### config.mk
export PLATFORM = sky130hd
export DESIGN_NAME = regwrap_seq
export DESIGN_NICKNAME = d
export VERILOG_FILES = /design/src/rtl/regwrap_pkg.sv /design/src/rtl/regwrap_route.sv /design/src/rtl/regwrap_merge.sv /design/src/rtl/regwrap_seq.sv
export SDC_FILE = /design/constraint.sdc
export NUM_CORES = 1
export LEC_CHECK = 0
export ABC_AREA = 1
export CAP_MARGIN = 15
export CORE_MARGIN = 2
export CORE_UTILIZATION = 40
export DETAILED_ROUTE_END_ITERATION = 16
export SYNTH_ARGS = -nofsm -noshare
export SYNTH_HDL_FRONTEND = slang
export SYNTH_SLANG_ARGS = --single-unit
### constraint.sdc
create_clock -name clk -period 3.6 [get_ports clk]
set_input_delay 1.08 -clock clk [delete_from_list [all_inputs] [get_ports clk]]
set_output_delay 1.08 -clock clk [all_outputs]
set_load 0.05 [all_outputs]
### src/rtl/regwrap_pkg.sv
package regwrap_pkg;

  typedef enum logic [1:0] {
    OP_READ  = 2'd0,
    OP_WRITE = 2'd1,
    OP_SET   = 2'd2,
    OP_CLR   = 2'd3
  } op_e;

  typedef enum logic [2:0] {
    ST_IDLE,
    ST_PRE,
    ST_REAL,
    ST_POST_A,
    ST_POST_B
  } step_e;

  localparam logic [31:0] WIN_LIMIT  = 32'h0004_5000;
  localparam logic [31:0] PRE_LOW    = 32'h0000_00C0;
  localparam logic [31:0] PRE_MID    = 32'h0000_0028;
  localparam logic [31:0] PRE_OTHER  = 32'h0000_0158;
  localparam logic [31:0] POST_A_OFF = 32'h0000_0038;
  localparam logic [31:0] POST_B_OFF = 32'h0000_B050;
  localparam logic [31:0] TRIG_A     = 32'h0000_0100;

endpackage

### src/rtl/regwrap_route.sv
module regwrap_route
  import regwrap_pkg::*;
#(
  parameter int ADDR_W = 27
) (
  input  logic              en,
  input  logic [ADDR_W-1:0] off,
  output logic              in_win,
  output logic              need_post_a,
  output logic [ADDR_W-1:0] pre_addr
);
  logic [31:0] off_ext;

  always_comb begin
    off_ext     = 32'(off);
    in_win      = en && (off_ext < WIN_LIMIT);
    need_post_a = in_win && (off_ext == TRIG_A);
    if (off_ext == 32'h0 || off_ext == 32'h80)
      pre_addr = ADDR_W'(PRE_LOW);
    else if (off_ext == 32'h148 || off_ext == 32'h200)
      pre_addr = ADDR_W'(PRE_MID);
    else
      pre_addr = ADDR_W'(PRE_OTHER);
  end
endmodule

### src/rtl/regwrap_merge.sv
module regwrap_merge
  import regwrap_pkg::*;
#(
  parameter int DATA_W = 64
) (
  input  op_e               op,
  input  logic [DATA_W-1:0] rd,
  input  logic [DATA_W-1:0] mask,
  output logic [DATA_W-1:0] wr
);
  always_comb begin
    case (op)
      OP_SET:  wr = rd | mask;
      OP_CLR:  wr = rd & ~mask;
      default: wr = mask;
    endcase
  end
endmodule

### src/rtl/regwrap_seq.sv
module regwrap_seq
  import regwrap_pkg::*;
#(
  parameter int ADDR_W = 27,
  parameter int DATA_W = 64
) (
  input  logic              clk,
  input  logic              rst,
  input  logic              wa_enable,
  input  logic              req_valid,
  output logic              req_ready,
  input  logic [1:0]        req_op,
  input  logic [ADDR_W-1:0] req_offset,
  input  logic [DATA_W-1:0] req_data,
  output logic              rsp_done,
  output logic [DATA_W-1:0] rsp_data,
  output logic              bus_valid,
  output logic              bus_write,
  output logic [ADDR_W-1:0] bus_addr,
  output logic [DATA_W-1:0] bus_wdata,
  input  logic              bus_ack,
  input  logic [DATA_W-1:0] bus_rdata
);
  step_e             state, nstate;
  op_e               op_q;
  logic              en_q, phase_wr;
  logic [ADDR_W-1:0] off_q;
  logic [DATA_W-1:0] data_q, rd_q, wr_q;

  logic              idle, accept, step_done, is_rmw;
  logic              cap_now, restart, finish, wr_next;
  logic              r_en, in_win, need_a;
  logic [ADDR_W-1:0] r_off, pre_addr;
  logic [DATA_W-1:0] merged, rd_now, wr_src;
  step_e             first;

  assign idle      = (state == ST_IDLE);
  assign req_ready = idle;
  assign accept    = req_valid && idle;
  assign step_done = bus_valid && bus_ack;
  assign is_rmw    = (op_q == OP_SET) || (op_q == OP_CLR);
  assign r_off     = idle ? req_offset : off_q;
  assign r_en      = idle ? wa_enable : en_q;

  regwrap_route #(.ADDR_W(ADDR_W)) u_route (
    .en          (r_en),
    .off         (r_off),
    .in_win      (in_win),
    .need_post_a (need_a),
    .pre_addr    (pre_addr)
  );

  regwrap_merge #(.DATA_W(DATA_W)) u_merge (
    .op   (op_q),
    .rd   (bus_rdata),
    .mask (data_q),
    .wr   (merged)
  );

  assign cap_now = step_done && (state == ST_REAL) && !bus_write;
  assign rd_now  = cap_now ? bus_rdata : rd_q;
  assign wr_src  = cap_now ? merged : wr_q;
  assign first   = in_win ? ST_PRE : ST_REAL;

  function automatic logic [ADDR_W-1:0] addr_for(input step_e s,
                                                 input logic [ADDR_W-1:0] pre,
                                                 input logic [ADDR_W-1:0] tgt);
    case (s)
      ST_PRE:    return pre;
      ST_POST_A: return ADDR_W'(POST_A_OFF);
      ST_POST_B: return ADDR_W'(POST_B_OFF);
      default:   return tgt;
    endcase
  endfunction

  // Next step after the current transaction is acknowledged
  always_comb begin
    nstate  = ST_IDLE;
    restart = 1'b0;
    case (state)
      ST_PRE:    nstate = ST_REAL;
      ST_REAL:   nstate = need_a ? ST_POST_A : (in_win ? ST_POST_B : ST_IDLE);
      ST_POST_A: nstate = ST_POST_B;
      default:   nstate = ST_IDLE;
    endcase
    if (nstate == ST_IDLE && is_rmw && !phase_wr) begin
      restart = 1'b1;
      nstate  = first;
    end
    finish  = (nstate == ST_IDLE);
    wr_next = (nstate == ST_REAL) && ((op_q == OP_WRITE) || phase_wr || restart);
  end

  always_ff @(posedge clk) begin
    if (rst) begin
      state     <= ST_IDLE;
      op_q      <= OP_READ;
      en_q      <= 1'b0;
      phase_wr  <= 1'b0;
      off_q     <= '0;
      data_q    <= '0;
      rd_q      <= '0;
      wr_q      <= '0;
      rsp_done  <= 1'b0;
      rsp_data  <= '0;
      bus_valid <= 1'b0;
      bus_write <= 1'b0;
      bus_addr  <= '0;
      bus_wdata <= '0;
    end else begin
      rsp_done <= 1'b0;
      if (accept) begin
        op_q      <= op_e'(req_op);
        off_q     <= req_offset;
        data_q    <= req_data;
        en_q      <= wa_enable;
        phase_wr  <= 1'b0;
        state     <= first;
        bus_valid <= 1'b1;
        bus_addr  <= addr_for(first, pre_addr, req_offset);
        bus_write <= (first == ST_REAL) && (op_e'(req_op) == OP_WRITE);
        bus_wdata <= ((first == ST_REAL) && (op_e'(req_op) == OP_WRITE)) ? req_data : '0;
      end else if (step_done) begin
        if (cap_now) begin
          rd_q <= bus_rdata;
          wr_q <= merged;
        end
        if (finish) begin
          state     <= ST_IDLE;
          bus_valid <= 1'b0;
          bus_write <= 1'b0;
          bus_wdata <= '0;
          rsp_done  <= 1'b1;
          rsp_data  <= (op_q == OP_READ) ? rd_now :
                       (op_q == OP_WRITE) ? data_q : wr_src;
        end else begin
          state     <= nstate;
          phase_wr  <= phase_wr | restart;
          bus_addr  <= addr_for(nstate, pre_addr, off_q);
          bus_write <= wr_next;
          bus_wdata <= wr_next ? ((op_q == OP_WRITE) ? data_q : wr_src) : '0;
        end
      end
    end
  end
endmodule

# Word level (Yosys, flattened, before mapping)
# Cells that the tools add are included.
[classes] n_lt_le_gt_ge=1 n_mux=35 n_bitwise=7 n_reduce_logical=31 eq_ne=20
[op_table] op="$mux W64" n=9
[op_table] op="$pmux W27 S3" n=2
[op_table] op="$mux W27" n=5
[op_table] op="$pmux W64 S2" n=1
[op_table] op="$and A64 B64 Y64" n=1
[op_table] op="$not A64 Y64" n=1
[op_table] op="$or A64 B64 Y64" n=1
[op_table] op="$eq A27 B9 Y1 const B" n=2
[op_table] op="$eq A27 B10 Y1 const B" n=1
[op_table] op="$eq A27 B8 Y1 const B" n=1
[op_table] op="$logic_not A27 Y1" n=1
[op_table] op="$lt A27 B19 Y1 const B" n=1
[op_table] op="$mux W3" n=6
[op_table] op="$eq A3 B2 Y1 const B" n=4
[op_table] op="$logic_and A1 B1 Y1" n=10
[op_table] op="$logic_not A3 Y1" n=3
[op_table] op="$mux W1" n=9
[op_table] op="$mux W9" n=1
[op_table] op="$pmux W3 S3" n=1
[op_table] op="$eq A2 B2 Y1 const B" n=4
[op_table] op="$reduce_and A2 Y1" n=4
[op_table] op="$eq A2 B1 Y1 const B" n=3
[op_table] op="$eq A3 B1 Y1 const B" n=2
[op_table] op="$logic_or A1 B1 Y1" n=5
[op_table] op="other kinds (12)" n=16
[totals] in_bits=162 word_cells=108 ff_bits=384

# Longest topological paths before layout
[logic_depth] depth_word=17 ltp_mapped=22 mapped_depth_nobuf=21

# Cells and area by module
# Synthesis repeated with hierarchy kept, for this count alone.
[unflattened] hier_cells=2645 hier_area_um2=18343.8
[modules_own_cells] mod="regwrap_seq" n_inst=1 cells_per_inst=2295 area_per_inst_um2=16708.5
[modules_own_cells] mod="regwrap_merge" n_inst=1 cells_per_inst=270 area_per_inst_um2=1208.7
[modules_own_cells] mod="regwrap_route" n_inst=1 cells_per_inst=80 area_per_inst_um2=426.7

# Least setup slack after synthesis
# No wires, ideal clock.
[synth_path] path_kind="input-to-reg" start="input req_offset[26]" end="register rsp_data[11]" setup_ns=0.126 arrival_time_ns=2.854 path_stages=18 path_slack_ns=0.620 n_path_buf=2 path_cell_list="nor3_1 nand2_1 nand2_1 nand3_2 nor2_1 nand2_1 inv_2 nand2_1 nand2_1 nand2_4 nand2_2 nor2_4 nand2_2 nand4_1 buf_2 buf_1 nand3_1 o21ai_0"
[synth_via] elab_chain_len=12 word_cells_on_any_way=15 classes_between="order compare (1); eq/ne (1); mux (6); reduce/logical (7)"
[synth_lines] element="start: declaration" line="regwrap_seq.sv:13" text="input logic [ADDR_W-1:0] req_offset,"
[synth_lines] element="$mux W27 (*)" line="regwrap_seq.sv:42" text="assign r_off = idle ? req_offset : off_q;"
[synth_lines] element="$lt A27 B19 Y1" line="regwrap_route.sv:16" text="in_win = en && (off_ext < WIN_LIMIT);"
[synth_lines] element="$logic_and A1 B1 Y1" line="regwrap_route.sv:16"
[synth_lines] element="$mux W3 / $logic_and A1 B1 Y1 (equally long branches)" line="regwrap_seq.sv:82, regwrap_route.sv:17"
[synth_lines] element="$mux W3" line="regwrap_seq.sv:82" text="ST_REAL: nstate = need_a ? ST_POST_A : (in_win ? ST_POST_B : ST_IDLE);"
[synth_lines] element="$pmux W3 S3" line="regwrap_seq.sv:80" text="case (state)"
[synth_lines] element="$logic_not A3 Y1" line="regwrap_seq.sv:86" text="if (nstate == ST_IDLE && is_rmw && !phase_wr) begin"
[synth_lines] element="$logic_and A1 B1 Y1 (2 in a row)" line="regwrap_seq.sv:86"
[synth_lines] element="$mux W3 (*)" line="regwrap_seq.sv:86"
[synth_lines] element="$logic_not A3 Y1 (*)" line="regwrap_seq.sv:90" text="finish = (nstate == ST_IDLE);"
[synth_lines] element="$reduce_and A3 Y1 (no line) (*)"
[synth_lines] element="end signal: assignment" line="regwrap_seq.sv:134" text="rsp_data <= (op_q == OP_READ) ? rd_now :"
[synth_lines] element="end: declaration" line="regwrap_seq.sv:16" text="output logic [DATA_W-1:0] rsp_data,"
# Mark *: on every way between the ends. The rest lies on a longest branch, timed or not.
# A chain may end at the register's enable or synchronous reset.

# Worst setup path in the final report
[layout_path] start="register state[0]" end="output req_ready"
[layout_via] elab_chain_len=1
[layout_lines] element="start: declaration" line="regwrap_seq.sv:24" text="step_e state, nstate;"
[layout_lines] element="start signal: assignment" line="regwrap_seq.sv:118" text="state <= first;"
[layout_lines] element="start signal: assignment" line="regwrap_seq.sv:137" text="state <= nstate;"
[layout_lines] element="$logic_not A3 Y1" line="regwrap_seq.sv:37" text="assign idle = (state == ST_IDLE);"
[layout_lines] element="end: declaration" line="regwrap_seq.sv:11" text="output logic req_ready,"
# Every way passes these cells.

==> impl_results.md <==
* Prevailing post-synth register cell: dfxtp_1
* Final Core Density at 0.537
* Die width at 211 um
* Synth top area share at 0.450
* H-tree levels at 2
* Max-cap violation count at 0
* TritonCTS Sinks at 384
* Netlist cell types at 36
* Fmax at 0.304 GHz
* Worst VDD drop at 0.000272 V
* Most common cell after layout, fill and taps aside: o21ai_0
* Setup Viol. Count Final at 0
* Final WL at 58500 um
* Root Driver: clkbuf_16
* GRT overflow at 0
* Clock latency on the worst-skew pair at 0.57 ns
* Synth Cell Area at 17100 um2
* TritonRoute pass-1 iters at 5
* Worst slew pin tran at 1.15 ns
* Status: completed
* Total core area at 42000 um2
* Initial DRC count at 1156
* Starting Density at 0.407
* Hold WC Path Type: register to register
* Vias per inst at 5.31
* Synth Instances at 2364
* WS Path Type: register to output pin
* Fin cells at 3210
* Layout fillers at 4050
* Avg Synthesized Cell Area at 7.23 um2
* Post-route ant nets at 0
* Worst setup SP type: register
* Most frequent cells in the layout: o21ai_0, dfxtp_1, nand2_1
* Initial antenna violation count at 6
* Vias in the first global route at 16618
* Number of enable flip-flop cells after synthesis at 0
* Crit-path max FO at 9
* Gr usage total at 0.260
* WL per Instance at 18.2 um
* CP endpoint kind: output pin
* DR vias at 17044
* Die height at 211 um
* # rows at 75
* Synth area leader: dfxtp_1
* Post-Synthesis Net Count at 2526
* Period utilization at 0.914
* Placed cell area at 21100 um2
* CTS resizes at 0
* I/O pin total at 321
* Setup Buffers After CTS at 0
* CTS tree: built
* Tot Pwr at 11.1 mW
* # hold bufs at CTS at 0
* Input/output buffers at 320
* Die area at 44400 um2
* HPWL Detailed at 38200 um
* Post-Place Cells at 3128
* Async SR Flop Fraction at 0
* Synthesis-to-finish area growth at 32.1%
* First-pass GRT wire length at 92000 um
* Number of synthesized register bits at 384
* Synth Warn # at 0
* DR DRC count at 0
* Worst path required time at 2.52 ns
* CTS clk-pin slew, worst paths at 0.06 ns
* Synth top area cells: dfxtp_1, o21ai_0, nand2_1
* Final Hold Viols at 0
* Slew HR at 0.237
* Min Tclk post-route at 3.29 ns
* Nets at 2797
* Share of post-route cells with drive strength above 1 at 0.0687
* Critical path arrival at 2.21 ns
* Max Slew Vio Count at 0
* RePlAce Congestion at 0.893
* Max Clock Skew at 0.0157 ns
* Pleak at 8.86 nW
* PD cells at 492 nW/um2
* CTS Buf Count at 43
* RSZ-0062 raised after global routing: false
* Part of the Yosys area used for sequential elements at 0.450
* Max clock buf depth at 3
* Design area at 22600 um2
* Largest net degree at the start of global routing at 101
-- cells in the mapped netlist, types with 4 or more instances --
| master | number |
|---|---|
| nor2_4 | 4 |
| o21ai_1 | 10 |
| nand2_2 | 5 |
| o211ai_1 | 66 |
| o21ai_0 | 488 |
| nor2_1 | 209 |
| buf_6 | 8 |
| mux2i_1 | 64 |
| buf_1 | 21 |
| nand4_1 | 6 |
| a21oi_1 | 102 |
| nand2_1 | 342 |
| inv_1 | 239 |
| buf_2 | 10 |
| inv_2 | 5 |
| nor3_1 | 8 |
| clkbuf_1 | 135 |
| dfxtp_1 | 384 |
| nand3_1 | 218 |
| nand3_2 | 4 |
| o22ai_1 | 11 |
-- cells by family after synthesis --
group,synth area share
and+or+nand+nor,0.201
AOI/OAI and AO/OA,0.214
buffers and inverters,0.0975
DFF,0.450
muxes,0.0375
-- area by class of cell --
| type | count | area [um2] | share of cell area |
|---|---|---|---|
| Multi-Input combinational cell | 1558 | 7770 | 0.344 |
| Inverter | 245 | 926 | 0.0410 |
| Clock buffer | 71 | 1400 | 0.0621 |
| Timing Repair Buffer | 403 | 4090 | 0.181 |
| Antenna cell | 7 | 17.5 | 0.000775 |
| Tap cell | 539 | 674 | 0.0299 |
| Sequential cell | 384 | 7690 | 0.340 |
| Clock inverter | 3 | 15.0 | 0.000665 |
-- registers in the layout, summed over array words and instances, names as in the netlist, 3 cells and up --
signal and cells:
data_q 64, rsp_data 64, bus_wdata 64, rd_q 64, bus_addr 27, state 3
wr_q 64, off_q 27
-- final timing paths --
check | startpoint | to | slack [ns] | depth (start not counted)
setup / recovery | state[0]$_SDFFE_PP0P_ | req_ready | 0.31 | 4
hold / removal | en_q$_SDFFE_PP0P_ | en_q$_SDFFE_PP0P_ | 0.47 | 2
setup reg to reg | state[2]$_SDFFE_PP0P_ | rsp_data[32]$_SDFFE_PP0P_ | 0.47 | 19
hold reg to reg | en_q$_SDFFE_PP0P_ | en_q$_SDFFE_PP0P_ | 0.47 | 2
-- where the power goes --
| group | internal (mW) | switching [mW] |
|---|---|---|
| clock network | 2.64 | 1.78 |
| logic | 0.725 | 1.35 |
| registers | 4.47 | 0.146 |
-- metal layers --
metal | up-vias | global-route usage | wire, um
met5 | - | 0.00890 | 57
met4 | 2 | 0.107 | 1930
met3 | 107 | 0.0464 | 3880
met2 | 562 | 0.419 | 26700
met1 | 7962 | 0.344 | 25900
li1 | 8411 | - | -
-- worst max-delay path, cell delays in order, from the launching register on --
cell	delay, ns
dfxtp_1	0.35
inv_2	0.09
nand2_1	0.08
nor2_4	0.25
clkdlybuf4s50_1	0.86
-- stage by stage --
stage | hold slack [ns] | TNS, ns | setup slack [ns]
2_1_floorplan | 0.445 | 0 | 0.620
3_3_place_gp | 0.455 | -13.17 | -0.137
3_5_place_dp | 0.464 | -20.36 | -0.215
4_1_cts | 0.473 | 0 | 0.268
5_1_grt | 0.500 | 0 | 0.0718
6_report | 0.470 | 0 | 0.310
(Power assumes the default switching activity.)
